### src/rtl/wake_evt_pkg.sv
package wake_evt_pkg;

    typedef enum logic [1:0] {
        ST_CLEAR  = 2'b00,
        ST_HELD   = 2'b01,
        ST_SIGNAL = 2'b10
    } wake_state_t;

    localparam int unsigned REG_ADDR_W = 8;
    localparam int unsigned REG_DATA_W = 8;

    localparam logic [REG_ADDR_W-1:0] OFFS_STATUS = 8'h00;
    localparam logic [REG_ADDR_W-1:0] OFFS_ENABLE = 8'h02;

    localparam int unsigned FLAG_BIT = 0;

endpackage

### src/rtl/wake_evt_edge.sv
module wake_evt_edge (
    input  logic clk,
    input  logic rst_n,
    input  logic evt_in,
    output logic evt_rise
);

    logic evt_q;

    always_ff @(posedge clk or negedge rst_n) begin
        if (!rst_n) begin
            evt_q <= 1'b0;
        end else begin
            evt_q <= evt_in;
        end
    end

    assign evt_rise = evt_in & ~evt_q;

endmodule

### src/rtl/wake_evt_regs.sv
module wake_evt_regs
    import wake_evt_pkg::*;
#(
    parameter int unsigned ADDR_W = REG_ADDR_W,
    parameter int unsigned DATA_W = REG_DATA_W
) (
    input  logic              clk,
    input  logic              rst_n,
    input  logic              wr_en,
    input  logic [ADDR_W-1:0] addr,
    input  logic [DATA_W-1:0] wdata,
    input  logic              evt_rise,
    output logic              status_o,
    output logic              enable_o,
    output logic [DATA_W-1:0] rdata
);

    localparam int unsigned RSVD_W = DATA_W - 1;

    logic status_q;
    logic enable_q;
    logic hit_status;
    logic hit_enable;
    logic clr_req;

    wire unused_wdata_rsvd = ^wdata[DATA_W-1:FLAG_BIT+1];

    assign hit_status = (addr == ADDR_W'(OFFS_STATUS));
    assign hit_enable = (addr == ADDR_W'(OFFS_ENABLE));
    assign clr_req    = wr_en & hit_status & wdata[FLAG_BIT];

    // An event at the same edge as a clear wins.
    always_ff @(posedge clk or negedge rst_n) begin
        if (!rst_n) begin
            status_q <= 1'b0;
        end else if (evt_rise) begin
            status_q <= 1'b1;
        end else if (clr_req) begin
            status_q <= 1'b0;
        end
    end

    always_ff @(posedge clk or negedge rst_n) begin
        if (!rst_n) begin
            enable_q <= 1'b0;
        end else if (wr_en && hit_enable) begin
            enable_q <= wdata[FLAG_BIT];
        end
    end

    always_comb begin
        rdata = '0;
        if (hit_status) begin
            rdata = {{RSVD_W{1'b0}}, status_q};
        end else if (hit_enable) begin
            rdata = {{RSVD_W{1'b0}}, enable_q};
        end
    end

    assign status_o = status_q;
    assign enable_o = enable_q;

endmodule

### src/rtl/wake_evt_fsm.sv
module wake_evt_fsm
    import wake_evt_pkg::*;
(
    input  logic        clk,
    input  logic        rst_n,
    input  logic        status,
    input  logic        enable,
    output wake_state_t state_o,
    output logic        wake_n
);

    wake_state_t state_q;
    wake_state_t state_d;

    always_ff @(posedge clk or negedge rst_n) begin
        if (!rst_n) begin
            state_q <= ST_CLEAR;
        end else begin
            state_q <= state_d;
        end
    end

    always_comb begin
        state_d = state_q;
        unique case (state_q)
            ST_CLEAR: begin
                if (status && enable) begin
                    state_d = ST_SIGNAL;
                end else if (status) begin
                    state_d = ST_HELD;
                end
            end
            ST_HELD: begin
                if (!status) begin
                    state_d = ST_CLEAR;
                end else if (enable) begin
                    state_d = ST_SIGNAL;
                end
            end
            ST_SIGNAL: begin
                if (!status) begin
                    state_d = ST_CLEAR;
                end else if (!enable) begin
                    state_d = ST_HELD;
                end
            end
            default: state_d = ST_CLEAR;
        endcase
    end

    always_comb begin
        wake_n = 1'b1;
        unique case (state_q)
            ST_SIGNAL: wake_n = 1'b0;
            default:   wake_n = 1'b1;
        endcase
    end

    assign state_o = state_q;

endmodule

### src/rtl/wake_evt_bank.sv
module wake_evt_bank
    import wake_evt_pkg::*;
#(
    parameter int unsigned ADDR_W = REG_ADDR_W,
    parameter int unsigned DATA_W = REG_DATA_W
) (
    input  logic              clk,
    input  logic              stby_rst_n,
    input  logic              main_rst_n,
    input  logic [ADDR_W-1:0] reg_addr,
    input  logic              reg_wr,
    input  logic [DATA_W-1:0] reg_wdata,
    output logic [DATA_W-1:0] reg_rdata,
    input  logic              wake_evt,
    output logic              wake_n
);

    logic        evt_rise;
    logic        wr_ok;
    logic        status;
    logic        enable;
    wake_state_t fsm_state;

    // The host is held in reset while the main rail resets, so its writes are dropped.
    assign wr_ok = reg_wr & main_rst_n;

    wake_evt_edge u_edge (
        .clk      (clk),
        .rst_n    (stby_rst_n),
        .evt_in   (wake_evt),
        .evt_rise (evt_rise)
    );

    wake_evt_regs #(
        .ADDR_W (ADDR_W),
        .DATA_W (DATA_W)
    ) u_regs (
        .clk      (clk),
        .rst_n    (stby_rst_n),
        .wr_en    (wr_ok),
        .addr     (reg_addr),
        .wdata    (reg_wdata),
        .evt_rise (evt_rise),
        .status_o (status),
        .enable_o (enable),
        .rdata    (reg_rdata)
    );

    wake_evt_fsm u_fsm (
        .clk     (clk),
        .rst_n   (stby_rst_n),
        .status  (status),
        .enable  (enable),
        .state_o (fsm_state),
        .wake_n  (wake_n)
    );

endmodule

### config.mk
export PLATFORM = sky130hd
export DESIGN_NAME = wake_evt_bank
export DESIGN_NICKNAME = d
export VERILOG_FILES = /design/src/rtl/wake_evt_pkg.sv /design/src/rtl/wake_evt_edge.sv /design/src/rtl/wake_evt_regs.sv /design/src/rtl/wake_evt_fsm.sv /design/src/rtl/wake_evt_bank.sv
export SDC_FILE = /design/constraint.sdc
export NUM_CORES = 1
export LEC_CHECK = 0
export ABC_AREA = 1
export BUFFER_PORTS_ARGS = -buffer_cell sky130_fd_sc_hd__buf_2
export CORE_AREA = 5 5 42 44
export CTS_CLUSTER_SIZE = 24
export DETAILED_ROUTE_END_ITERATION = 8
export DIE_AREA = 0 0 47 49
export PLACE_DENSITY = 0.71
export SLEW_MARGIN = 20
export SYNTH_ARGS = -nofsm -noshare
export SYNTH_HDL_FRONTEND = slang
export SYNTH_HIERARCHICAL = 1
export SYNTH_SLANG_ARGS = --single-unit
### constraint.sdc
create_clock -name clk -period 0.99 [get_ports clk]
set_clock_uncertainty 0.1 [all_clocks]
set_input_delay 0.198 -clock clk [delete_from_list [all_inputs] [get_ports clk]]
set_output_delay 0.198 -clock clk [all_outputs]
set_load 0.02 [all_outputs]
==> impl_metrics.env <==
export IMPL_synth_top_family_by_area="simple AND/OR/NAND/NOR gates"
export IMPL_pin_count=30
export IMPL_ant_nets=0
export IMPL_r2r_start="u_regs/enable_o"
export IMPL_yosysSeqAreaShare_pct=33.6
export IMPL_rsz0062_at_grt="yes"
export IMPL_fin_nets=102
export IMPL_grt_usage_pct=8.00
export IMPL_combPwrFrac_pct=20.5
export IMPL_cts_sinks=5
export IMPL_wl_per_cell_um=7.50
export IMPL_place_congestion=0.727
export IMPL_instances_no_fill=96
export IMPL_clkPwrFrac_pct=41.5
export IMPL_fill_cells=151
export IMPL_whs_endpoint="u_regs/enable_o"
export IMPL_leakage_nw=0.327
export IMPL_setup_tns_ns=-0.335
export IMPL_syn2layout_area_growth_pct=53.7
export IMPL_whs_path_depth=3
export IMPL_ys_ff_latch=5
export IMPL_crit_arrival_ns=0.88
export IMPL_dp_slack_ns=-0.216
export IMPL_crit_type="input port to primary output"
export IMPL_row_count=14
export IMPL_maxSlewViolCount=0
export IMPL_grt_max_degree=6
export IMPL_violations="setup timing"
export IMPL_dr_pass1_iters=2
export IMPL_synth_cell_area_um2=373
export IMPL_report_power_total_w=0.000565
export IMPL_reg2reg_depth=4
export IMPL_dp_cells=89
export IMPL_worst_slack_ns=-0.191
export IMPL_clk_latency_ns=0.24
export IMPL_cp_required_ns=0.69
export IMPL_chipHeight_um=49
export IMPL_yosys_area_share_simple_pct=39.3
export IMPL_postLayoutCellArea_um2=573
export IMPL_min_delay_start="reg_wdata[0]"
export IMPL_clock_path_buffers=2
export IMPL_period_share_pct=119
export IMPL_core_um2=1400
export IMPL_yosysUniqueCellTypes=10
export IMPL_grt_pass1_vias=340
export IMPL_p_per_area_nw_per_um2=987
export IMPL_synth_compound_area_share_pct=0
export IMPL_vias_per_cell=3.84
export IMPL_hold_viol=0
export IMPL_drt_iter0_markers=1
export IMPL_swShare_pct=27.0
export IMPL_htree_levels=1
export IMPL_ir_worst_vdd_mv=0.670
export IMPL_synth_area_mux_share_pct=0
export IMPL_max_freq_mhz=847
export IMPL_pwr_share_seq_pct=38.0
export IMPL_grt_pass1_wl_um=1280
export IMPL_clkTransAtPathRegs_ns=0.04
export IMPL_syn_mean_instance_area_um2=6.54
export IMPL_crit_fanout=2
export IMPL_place_area_um2=455
export IMPL_port_buffers=15
export IMPL_start_util_pct=26.6
export IMPL_mostFrequentLayoutCell="nand2_1"
export IMPL_net_switching_power_w=0.000153
export IMPL_most_common_layout_cells="nand2_1 (14), inv_1 (11), buf_2 (10), conb_1 (7)"
export IMPL_drc=0
export IMPL_min_period_ns=1.18
export IMPL_r2r_end="u_fsm/state_o[0]"
export IMPL_netlist_instances=57
export IMPL_status="finished, violations left"
export IMPL_finalWirelength_um=720
export IMPL_grt_antenna_before_repair=0
export IMPL_vias=369
export IMPL_n_antenna_cell=0
export IMPL_synth_xor_area_share_pct=0
export IMPL_cts_buffers=3
export IMPL_reg2reg_setup_slack_ns=0.14
export IMPL_setup_viol=2
export IMPL_die_x_um=47
export IMPL_grt_overflow=0
export IMPL_power_internal_w=0.000412
export IMPL_cts_root_buf="clkbuf_4"
export IMPL_synth_warnings=6
export IMPL_hpwlAfterDp_um=580
export IMPL_maxCapViolCount=0
export IMPL_synth_fa_ha_area_share_pct=0
export IMPL_drive_gt1_share_pct=45.0
export IMPL_cp_end_kind="primary output"
export IMPL_cts_tree="yes"
export IMPL_die_area_um2=2300
export IMPL_cp_start_kind="input port"
export IMPL_hold_class="input port to register"
==> Yosys cell counts <==
library cell   n  area (um2)
nor2_2         8        50.1
nor2_1         3        11.3
buf_4          7        52.6
nand2_1       17        63.8
inv_2          1        3.75
nand2_2        1        6.26
conb_1         1        3.75
nand3_1        3        15.0
dfrtp_1        5         125
inv_1         11        41.3
==> logic make-up (layout without fill, tap and decap cells) <==
kind of cell / after synthesis / in the layout
buf+inv: 19 / 36
flops: 5 / 5
other cells: 1 / 7
simple gates: 32 / 32
==> critical path, cell delays in order <==
cell	delay, ns
buf_2	0.12
nor2_4	0.12
nand2_2	0.09
nor2_4	0.12
nand2_1	0.07
nand2_2	0.06
buf_6	0.11
==> power by group through the flow <==
stage | Clock [W] | Combinational [W] | Sequential [W]
2_1_floorplan | 0 | 0.0000736 | 0.000218
3_3_place_gp | 0 | 0.0000899 | 0.000217
6_report | 0.000235 | 0.000116 | 0.000215
5_1_grt | 0.000272 | 0.000130 | 0.000215
4_1_cts | 0.000247 | 0.0000985 | 0.000215
3_5_place_dp | 0 | 0.0000916 | 0.000218
==> what timing repair did <==
| action | in CTS | in global routing |
|---|---|---|
| pin swaps | 3 | 9 |
| hold buffers | 2 | 0 |
| setup buffers | 1 | 0 |
| resized for setup | 4 | 12 |
| endpoints found under the hold margin | 6 | 0 |
| endpoints found under the setup margin | 2 | 2 |
| cloned | 0 | 0 |
==> layer usage <==
| metal | vias to the layer above | GRT usage, % | routed length, um | part of all wire [%] |
|---|---|---|---|---|
| li1 | 192 | - | - | - |
| met1 | 165 | 8.50 | 257 | 36 |
| met2 | 12 | 11.5 | 390 | 54 |
| met3 | 0 | 5.54 | 72 | 10 |
| met4 | 0 | 4.15 | 0 | 0 |
| met5 | - | 0 | 0 | 0 |
==> through the flow <==
| stage | hold slack (ns) | util (%) |
|---|---|---|
| global route | 0.128 | 40.9 |
| global placement | -0.0846 | 32.5 |
| detailed placement | -0.0838 | 32.5 |
| floorplan | -0.198 | - |
| finish | 0.120 | 40.9 |
| CTS | 0.119 | 37.2 |
==> how the worst max path moves through the flow <==
stage,from,end,slack [ns],cells after the start
3_5_place_dp,reg_addr[7],reg_rdata[0],-0.22,7
5_1_grt,reg_addr[3],reg_rdata[0],-0.24,7
4_1_cts,u_regs/enable_o,reg_rdata[0],-0.19,3
2_1_floorplan,reg_addr[7],reg_rdata[0],0.02,5
6_report,reg_addr[3],reg_rdata[0],-0.19,7
3_3_place_gp,reg_addr[7],reg_rdata[0],-0.20,7
==> layout make-up <==
cell class                      count  area, um2  share of cell area [%]
Clock buffer                        4       26.3                    4.59
Inverter                           12       45.0                    7.86
Multi-Input combinational cell     39        208                    36.2
Sequential cell                     5        125                    21.8
Tap cell                           16       20.0                    3.49
Timing Repair Buffer               20        149                    26.0
==> registers in the layout, summed over array words and instances (netlist names) <==
signal           count
u_edge/evt_q         1
u_fsm/state_o        2
u_regs/enable_o      1
u_regs/status_o      1
Note: power is estimated with default switching activity, not from simulation.
